### src/rtl/exc_entry_pkg.sv
package exc_entry_pkg;
  typedef enum logic [2:0] {
    K_NONE  = 3'd0,
    K_IRQ   = 3'd1,
    K_HWBRK = 3'd2,
    K_SWBRK = 3'd3,
    K_HWEXC = 3'd4,
    K_MMU   = 3'd5
  } entry_kind_e;

  // status word bit positions; each saved copy sits one place above its live bit
  localparam int ST_IE  = 1;
  localparam int ST_BIP = 3;
  localparam int ST_EIP = 9;
  localparam int ST_UM  = 11;
  localparam int ST_UMS = 12;
  localparam int ST_VM  = 13;
  localparam int ST_VMS = 14;

  localparam int ES_STORE = 10;
  localparam int ES_DSLOT = 12;

  localparam int OFF_IRQ   = 'h10;
  localparam int OFF_HWBRK = 'h18;
  localparam int OFF_EXC   = 'h20;

  localparam int INSN_BYTES = 4;
  localparam int IDX_W      = 5;

  localparam logic [IDX_W-1:0] LNK_IRQ = 5'd14;
  localparam logic [IDX_W-1:0] LNK_BRK = 5'd16;
  localparam logic [IDX_W-1:0] LNK_EXC = 5'd17;

  localparam logic [4:0] FCODE_BASE = 5'd16;
endpackage

### src/rtl/exc_entry_arb.sv
module exc_entry_arb
  import exc_entry_pkg::*;
#(
  parameter bit HAS_HW_EXC = 1'b1
) (
  input  logic        irq_req_i,
  input  logic        hw_exc_req_i,
  input  logic        hw_brk_req_i,
  input  logic        sw_brk_req_i,
  input  logic        mmu_fault_i,
  input  logic        st_ie_i,
  input  logic        st_bip_i,
  input  logic        st_eip_i,
  input  logic        in_dslot_i,
  input  logic        imm_pend_i,
  output entry_kind_e kind_o
);
  logic irq_ok;
  logic exc_ok;

  always_comb begin
    irq_ok = irq_req_i & st_ie_i & ~st_bip_i & ~st_eip_i & ~in_dslot_i & ~imm_pend_i;
    exc_ok = HAS_HW_EXC & hw_exc_req_i;
    if (mmu_fault_i)       kind_o = K_MMU;
    else if (exc_ok)       kind_o = K_HWEXC;
    else if (hw_brk_req_i) kind_o = K_HWBRK;
    else if (sw_brk_req_i) kind_o = K_SWBRK;
    else if (irq_ok)       kind_o = K_IRQ;
    else                   kind_o = K_NONE;
  end
endmodule

### src/rtl/exc_entry_calc.sv
module exc_entry_calc
  import exc_entry_pkg::*;
#(
  parameter int               XLEN     = 32,
  parameter logic [XLEN-1:0]  BASE_VEC = '0
) (
  input  entry_kind_e      kind_i,
  input  logic [XLEN-1:0]  pc_i,
  input  logic [XLEN-1:0]  msr_i,
  input  logic [XLEN-1:0]  esr_i,
  input  logic             in_dslot_i,
  input  logic             imm_pend_i,
  input  logic             br_had_imm_i,
  input  logic [XLEN-1:0]  btarget_i,
  input  logic             mmu_miss_i,
  input  logic             mmu_ifetch_i,
  input  logic             mmu_store_i,
  input  logic [XLEN-1:0]  mmu_addr_i,
  output logic             take_o,
  output logic             link_we_o,
  output logic [IDX_W-1:0] link_idx_o,
  output logic [XLEN-1:0]  link_data_o,
  output logic [XLEN-1:0]  msr_o,
  output logic             esr_we_o,
  output logic [XLEN-1:0]  esr_o,
  output logic             ear_we_o,
  output logic [XLEN-1:0]  ear_o,
  output logic             btr_we_o,
  output logic [XLEN-1:0]  btr_o,
  output logic [XLEN-1:0]  pc_o,
  output logic             flag_clr_o
);
  localparam logic [XLEN-1:0] LIVE_MASK  = (XLEN'(1) << ST_VM) | (XLEN'(1) << ST_UM);
  localparam logic [XLEN-1:0] SAVED_MASK = LIVE_MASK << 1;
  localparam logic [XLEN-1:0] STEP       = XLEN'(INSN_BYTES);

  logic [XLEN-1:0] stacked;
  logic [XLEN-1:0] rewind;
  logic [4:0]      fcode;

  always_comb begin
    stacked = (msr_i & ~(LIVE_MASK | SAVED_MASK)) | ((msr_i & LIVE_MASK) << 1);
    if (in_dslot_i)      rewind = br_had_imm_i ? (STEP << 1) : STEP;
    else if (imm_pend_i) rewind = STEP;
    else                 rewind = '0;
    fcode = FCODE_BASE + {3'b000, mmu_miss_i, mmu_ifetch_i};
  end

  always_comb begin
    take_o      = 1'b0;
    link_we_o   = 1'b0;
    link_idx_o  = '0;
    link_data_o = '0;
    msr_o       = '0;
    esr_we_o    = 1'b0;
    esr_o       = '0;
    ear_we_o    = 1'b0;
    ear_o       = '0;
    btr_we_o    = 1'b0;
    btr_o       = '0;
    pc_o        = '0;
    flag_clr_o  = 1'b0;
    if (kind_i != K_NONE) begin
      take_o     = 1'b1;
      flag_clr_o = 1'b1;
      msr_o      = stacked;
      unique case (kind_i)
        K_IRQ: begin
          msr_o[ST_IE] = 1'b0;
          link_we_o    = 1'b1;
          link_idx_o   = LNK_IRQ;
          link_data_o  = pc_i;
          pc_o         = BASE_VEC + XLEN'(OFF_IRQ);
        end
        K_HWBRK: begin
          msr_o[ST_BIP] = 1'b1;
          link_we_o     = 1'b1;
          link_idx_o    = LNK_BRK;
          link_data_o   = pc_i;
          pc_o          = BASE_VEC + XLEN'(OFF_HWBRK);
        end
        K_SWBRK: begin
          msr_o[ST_BIP] = 1'b1;
          pc_o          = btarget_i;
        end
        K_HWEXC: begin
          msr_o[ST_EIP]   = 1'b1;
          link_we_o       = 1'b1;
          link_idx_o      = LNK_EXC;
          link_data_o     = pc_i + STEP;
          esr_we_o        = 1'b1;
          esr_o           = esr_i;
          esr_o[ES_DSLOT] = in_dslot_i;
          btr_we_o        = in_dslot_i;
          btr_o           = in_dslot_i ? btarget_i : '0;
          pc_o            = BASE_VEC + XLEN'(OFF_EXC);
        end
        default: begin
          msr_o[ST_EIP]   = 1'b1;
          link_we_o       = 1'b1;
          link_idx_o      = LNK_EXC;
          link_data_o     = pc_i - rewind;
          esr_we_o        = 1'b1;
          esr_o           = XLEN'(fcode);
          esr_o[ES_STORE] = mmu_store_i;
          esr_o[ES_DSLOT] = in_dslot_i;
          ear_we_o        = 1'b1;
          ear_o           = mmu_addr_i;
          btr_we_o        = in_dslot_i;
          btr_o           = in_dslot_i ? btarget_i : '0;
          pc_o            = BASE_VEC + XLEN'(OFF_EXC);
        end
      endcase
    end
  end
endmodule

### src/rtl/exc_entry_ctrl.sv
module exc_entry_ctrl
  import exc_entry_pkg::*;
#(
  parameter int              XLEN       = 32,
  parameter logic [XLEN-1:0] BASE_VEC   = '0,
  parameter bit              HAS_HW_EXC = 1'b1
) (
  input  logic            clk,
  input  logic            rst,
  input  logic [XLEN-1:0] pc_i,
  input  logic [XLEN-1:0] msr_i,
  input  logic [XLEN-1:0] esr_i,
  input  logic            in_dslot_i,
  input  logic            imm_pend_i,
  input  logic            br_had_imm_i,
  input  logic [XLEN-1:0] btarget_i,
  input  logic            irq_req_i,
  input  logic            hw_exc_req_i,
  input  logic            hw_brk_req_i,
  input  logic            sw_brk_req_i,
  input  logic            mmu_fault_i,
  input  logic            mmu_miss_i,
  input  logic            mmu_ifetch_i,
  input  logic            mmu_store_i,
  input  logic [XLEN-1:0] mmu_addr_i,
  output logic            take_o,
  output logic [2:0]      kind_o,
  output logic            link_we_o,
  output logic [4:0]      link_idx_o,
  output logic [XLEN-1:0] link_data_o,
  output logic [XLEN-1:0] msr_o,
  output logic            esr_we_o,
  output logic [XLEN-1:0] esr_o,
  output logic            ear_we_o,
  output logic [XLEN-1:0] ear_o,
  output logic            btr_we_o,
  output logic [XLEN-1:0] btr_o,
  output logic [XLEN-1:0] pc_o,
  output logic            flag_clr_o
);
  entry_kind_e     kind_d;
  logic            take_d, link_we_d, esr_we_d, ear_we_d, btr_we_d, flag_clr_d;
  logic [4:0]      link_idx_d;
  logic [XLEN-1:0] link_data_d, msr_d, esr_d, ear_d, btr_d, pc_d;

  exc_entry_arb #(.HAS_HW_EXC(HAS_HW_EXC)) u_arb (
    .irq_req_i   (irq_req_i),
    .hw_exc_req_i(hw_exc_req_i),
    .hw_brk_req_i(hw_brk_req_i),
    .sw_brk_req_i(sw_brk_req_i),
    .mmu_fault_i (mmu_fault_i),
    .st_ie_i     (msr_i[ST_IE]),
    .st_bip_i    (msr_i[ST_BIP]),
    .st_eip_i    (msr_i[ST_EIP]),
    .in_dslot_i  (in_dslot_i),
    .imm_pend_i  (imm_pend_i),
    .kind_o      (kind_d)
  );

  exc_entry_calc #(.XLEN(XLEN), .BASE_VEC(BASE_VEC)) u_calc (
    .kind_i      (kind_d),
    .pc_i        (pc_i),
    .msr_i       (msr_i),
    .esr_i       (esr_i),
    .in_dslot_i  (in_dslot_i),
    .imm_pend_i  (imm_pend_i),
    .br_had_imm_i(br_had_imm_i),
    .btarget_i   (btarget_i),
    .mmu_miss_i  (mmu_miss_i),
    .mmu_ifetch_i(mmu_ifetch_i),
    .mmu_store_i (mmu_store_i),
    .mmu_addr_i  (mmu_addr_i),
    .take_o      (take_d),
    .link_we_o   (link_we_d),
    .link_idx_o  (link_idx_d),
    .link_data_o (link_data_d),
    .msr_o       (msr_d),
    .esr_we_o    (esr_we_d),
    .esr_o       (esr_d),
    .ear_we_o    (ear_we_d),
    .ear_o       (ear_d),
    .btr_we_o    (btr_we_d),
    .btr_o       (btr_d),
    .pc_o        (pc_d),
    .flag_clr_o  (flag_clr_d)
  );

  always_ff @(posedge clk) begin
    if (rst) begin
      take_o      <= 1'b0;
      kind_o      <= '0;
      link_we_o   <= 1'b0;
      link_idx_o  <= '0;
      link_data_o <= '0;
      msr_o       <= '0;
      esr_we_o    <= 1'b0;
      esr_o       <= '0;
      ear_we_o    <= 1'b0;
      ear_o       <= '0;
      btr_we_o    <= 1'b0;
      btr_o       <= '0;
      pc_o        <= '0;
      flag_clr_o  <= 1'b0;
    end else begin
      take_o      <= take_d;
      kind_o      <= kind_d;
      link_we_o   <= link_we_d;
      link_idx_o  <= link_idx_d;
      link_data_o <= link_data_d;
      msr_o       <= msr_d;
      esr_we_o    <= esr_we_d;
      esr_o       <= esr_d;
      ear_we_o    <= ear_we_d;
      ear_o       <= ear_d;
      btr_we_o    <= btr_we_d;
      btr_o       <= btr_d;
      pc_o        <= pc_d;
      flag_clr_o  <= flag_clr_d;
    end
  end
endmodule

### config.mk
export PLATFORM = sky130hd
export DESIGN_NAME = exc_entry_ctrl
export DESIGN_NICKNAME = d
export VERILOG_FILES = /design/src/rtl/exc_entry_pkg.sv /design/src/rtl/exc_entry_arb.sv /design/src/rtl/exc_entry_calc.sv /design/src/rtl/exc_entry_ctrl.sv
export SDC_FILE = /design/constraint.sdc
export NUM_CORES = 1
export LEC_CHECK = 0
export CAP_MARGIN = 25
export CORE_AREA = 2 2 147 149
export DETAILED_ROUTE_END_ITERATION = 8
export DIE_AREA = 0 0 149 151
export MAX_ROUTING_LAYER = met4
export PLACE_DENSITY = 0.81
export SYNTH_ARGS = -nofsm -noshare
export SYNTH_HDL_FRONTEND = slang
export SYNTH_SLANG_ARGS = --single-unit
### constraint.sdc
create_clock -name clk -period 6.2 [get_ports clk]
set_clock_uncertainty 0.05 [all_clocks]
set_input_delay 1.24 -clock clk [delete_from_list [all_inputs] [get_ports clk]]
set_output_delay 1.24 -clock clk [all_outputs]
set_load 0.005 [all_outputs]
# Word level (Yosys, flattened, before mapping)
# Index checks and enable logic that the tools add are counted.
# word_totals
memories	0
ram_bits	0
output_inout_bits	206
reg_bits	205
romBits	0
input_bits	173
latchBits	0
wordCells	60
# op_classes
n_reduce_logical	10
n_mul	0
shifts	0
order_cmp	0
addsub	3
div	0
n_eq_ne	4
bitwise_logic	11
n_mux	18
# op_table
op	count
case mux 32 bit (3 select lines)	2
case mux 32 bit (2 select lines)	1
adder 32 x 3 -> 32 bit (second input constant)	1
bitwise OR 32 x 15 -> 32 bit	1
subtractor 32 bit	1
2-to-1 mux 3 bit	5
case mux 5 bit (3 select lines)	1
OR reduction 6 bit	2
2-to-1 mux 4 bit	2
2-to-1 mux 1 bit	7
== test 3 x 2 -> 1 bit (second input constant)	2
OR reduction 2 bit	3
OR reduction 3 bit	2
adder 5 x 2 -> 5 bit (first input constant)	1
bitwise AND 1 bit	5
NOT 1 bit	5
OR reduction 5 bit	1
OR reduction 4 bit	1
== test 3 x 1 -> 1 bit (second input constant)	1
== test 3 bit (second input constant)	1
nonzero test 3 bit	1

# Longest topological paths before layout
# logic_depth
depth_word	13
mapped_depth	13

# Modules after synthesis
# A second synthesis with hierarchy kept.
# hier_totals
cells_unflattened	985
area_unflattened_um2	8782.2
# modules_own_cells
mod	cells_per_inst	area_each_um2	n_inst
exc_entry_ctrl	435	5530.3	1
exc_entry_calc	543	3208.1	1
exc_entry_arb	7	43.8	1

# Least setup slack after synthesis
# Ideal clock, no wire load.
# synth_timing
kind	input to register
from	in mmu_fault_i
to	reg link_data_o[27]
arrival_ns	4.772
path_buffers	1
stages	12
setup_slack_ns	1.261
path_cell_list	buf_2 > nor2b_1 > nor2_1 > ha_1 > a21oi_1 > o21ai_1 > a221oi_2 > nor2_1 > nor3_4 > nor4b_1 > or3_1 > a32o_1
# synth_between
elab_chain_len	4
word_cells_on_any_way	10
cone_classes	4 x eq/ne; 2 x mux; 1 x bitwise; 3 x reduce/logical
# synth_lines
item	line	source
start: declaration	exc_entry_ctrl.sv:21	input logic mmu_fault_i,
2-to-1 mux 3 bit (*)	exc_entry_arb.sv:24	if (mmu_fault_i) kind_o = K_MMU;
== test 3 x 1 -> 1 bit (tied with other cells)	exc_entry_calc.sv:67	unique case (kind_i)
OR reduction 2 bit (no line) or NOT 1 bit (tied branches)	n/a	
case mux 32 bit (3 select lines) or OR reduction 2 bit (tied branches)	n/a	
end signal: assignment	exc_entry_ctrl.sv:109	link_data_o <= link_data_d;
end: declaration	exc_entry_ctrl.sv:30	output logic [XLEN-1:0] link_data_o,
# Mark *: on every way between the ends. The rest lies on a longest branch, timed or not.
# A chain may end at the register's enable or synchronous reset.

# Worst setup path in the final report
# Same ends and word-level chain as after synthesis.

==> flow_summary_export.csv <==
group,metric,value,unit
route,routedWlPerCell,17.7,um
cts,clock-sinks,201,
sta,min_period,4690,ps
floorplanning,io_pins,379,
logic_synthesis,syn_area,7310,sq um
cts,cts_tree,"yes",
power,power.share.combinational,18.2,%
floorplanning,fp.dieH,151,um
layout,fin_cells,1386,
cts,root_buffer,"clkbuf_16",
setup_path,crit_chain,"clkdlybuf4s50_1 -> nor2b_1 -> nor2_2 -> buf_4 -> ha_1 -> a21oi_1 -> o21ai_1 -> a221oi_2 -> nor2_1 -> nor3_4 -> nor4b_1 -> or3_1 -> a32o_1",
route,via_per_inst,4.71,
placement,place.gp.congestion,0.874,
power,ir_drop,0.195,mV
logic_synthesis,synthCells,719,
power,switching_share,24.6,%
cts,postCtsSetupBuffers,0,
route,vias,6527,
layout,layout.cells.most_common,"clkdlybuf4s50_1",
power,power.leakage,4.89,nW
grt,grt_first_pass_wirelength,35.7,mm
cts,cts_buffer_depth,3,
logic_synthesis,ys_ff_latch,201,
run_status,status,"completed",
grt,antenna_found_initial,8,
setup_path,max_stage_delay,670,ps
layout,drive_above_1_share,5.98,%
grt,grtUsageTotal,21.2,%
power,p_sw,0.000803,W
sta,grt_setup_unrepaired,"no",
grt,grt_max_degree,47,
route,antenna_left,0,
logic_synthesis,synth_ff_type,"dfxtp_1",
min_path,min_path_type,"primary input to register",
placement,hpwl,18.9,mm
sta,finalSetupViolations,0,
sta,post-route-period-util,75.6,%
sta,hold_viol,0,
cts,numCtsBuffers,22,
route,drc,0,
floorplanning,core-area,20800,sq um
setup_path,crit_path_end_kind,"register",
layout,syn2layout_area_growth,64.7,%
placement,placed_cell_area,11300,sq um
floorplanning,design.die.area,22500,sq um
logic_synthesis,yosysWarningCount,0,
logic_synthesis,yosysSeqAreaShare,55.0,%
layout,fill_cells,1798,
sta,max_freq,213,MHz
setup_path,critPathMaxFanout,24,
logic_synthesis,synth_edf_count,0,
sta,slew_headroom,36.3,%
grt,grt_pass1_vias,6376,
layout,final_cell_mix,"373 x clkdlybuf4s50_1, 201 x dfxtp_1, 122 x and2_1, 42 x nand2_1, 34 x nor2_1",
power,p_int,0.00246,W
logic_synthesis,synth-async-reset-ratio,0,%
setup_path,path_class,"primary input to register",
placement,portBuffers,373,
sta,tightest_slew,951,ps
cts,cts-resized-gates,0,
grt,gr-total-overflow,0,
layout,post-route-util,57.8,%
sta,tns,0,ps
cts,cts_hold_buf,0,
setup_path,critical_path.startpoint_type,"primary input",
route,drt_iter0_markers,199,
setup_path,arrival,5030,ps
layout,final_cell_area,12000,sq um
route,drt_pass1_iterations,4,
floorplanning,initial_core_util,35.1,%
logic_synthesis,synth_cell_types,61,
setup_path,critPathRequiredTime,6540,ps
power,p_seq_share,42.4,%
cts,clk_pin_slew_worst_paths,60,ps
floorplanning,die_width,149,um
cts,cts_max_level,1,
power,power_density,271,nW/um^2
setup_path,cp_slowest_cell,"clkdlybuf4s50_1",
placement,dp_cells,1339,
logic_synthesis,syn_area_per_cell,10.2,sq um
sta,slew_violations,0,
route,wirelength,24.5,mm
flow_run,cap_violations,0,
floorplanning,num_rows,53,
layout,nets,1291,
power,clkPwrFrac,39.4,%
==> power groups by stage <==
stage | Sequential [W] | Clock, W | Combinational, W
floorplan | 0.00142 | 0 | 0.000253
global placement | 0.00141 | 0 | 0.000584
detailed placement | 0.00141 | 0 | 0.000591
CTS | 0.00139 | 0.00132 | 0.000597
global route | 0.00139 | 0.00138 | 0.000646
finish | 0.00138 | 0.00129 | 0.000595
==> final timing paths <==
path / start / end / slack [ps] / depth (start not counted)
setup / recovery: mmu_fault_i / link_data_o[27] / 1510 / 13
hold / removal: msr_i[10] / msr_o[10] / 1240 / 2
==> layout make-up <==
cell class                 count  area, sq um  area share [%]
multi-input combinational    472         3100            25.7
antenna                        8         20.0           0.166
timing repair buffer         380         3790            31.4
tap                          275          344            2.86
inverter                      11         41.3           0.343
clock inverter                10          101           0.842
clock buffer                  29          627            5.21
sequential                   201         4020            33.4
==> routing by layer <==
layer	vias up	part of all wire (%)	global-route usage [%]
met5	-	0	-
met4	0	2.6	8.86
met3	35	6.9	5.00
met2	261	54	38.7
met1	3036	36	21.8
li1	3195	-	-
==> worst max-delay path: cells and delay by family <==
| family | cells | cell delay (ps) |
|---|---|---|
| AOI/OAI and AO/OA | 4 | 850 |
| adders and majority gates | 1 | 340 |
| and+or+nand+nor | 6 | 1510 |
| buffers and inverters | 2 | 1080 |
==> logic make-up (layout without fill, tap and decap cells) <==
logic type	count (synthesis)	after routing	share of synthesized area (%)
other cells	1	10	0.0513
fa+ha+maj	30	30	5.24
xor+xnor	21	21	2.52
buf+inv	47	430	2.76
compound gates	131	131	11.9
mux	7	7	0.976
simple gates	281	281	21.6
flops	201	201	55.0
==> cells in the mapped netlist, types with 7 or more instances <==
cell type,count,area share (%)
a211oi_1,7,0.72
a21o_1,11,1.1
a21oi_1,31,2.1
and2_1,122,10
and3_1,33,2.8
clkbuf_1,28,1.4
dfxtp_1,201,55
ha_1,29,5.0
inv_1,9,0.46
nand2_1,42,2.2
nand3_1,8,0.55
nor2_1,35,1.8
nor3_1,8,0.55
o21ai_0,28,1.9
o21ai_1,7,0.48
xnor2_1,10,1.2
xor2_1,11,1.3
==> registers in the layout, indices dropped and copies added, names as in the netlist <==
register     cells
esr_o           32
pc_o            32
esr_we_o         1
link_data_o     32
ear_we_o         1
link_we_o        1
flag_clr_o       1
link_idx_o       3
btr_we_o         1
btr_o           32
msr_o           30
ear_o           32
kind_o           3
==> stage by stage <==
stage | worst slack [ps] | hold slack [ps] | power, W
detailed placement | 989 | 1760 | 0.00200
floorplan | 1260 | 1270 | 0.00168
finish | 1510 | 1240 | 0.00327
global route | 1200 | 1230 | 0.00342
CTS | 1510 | 1220 | 0.00330
global placement | 1060 | 1760 | 0.00199
Power figures use the tool's default switching activity.
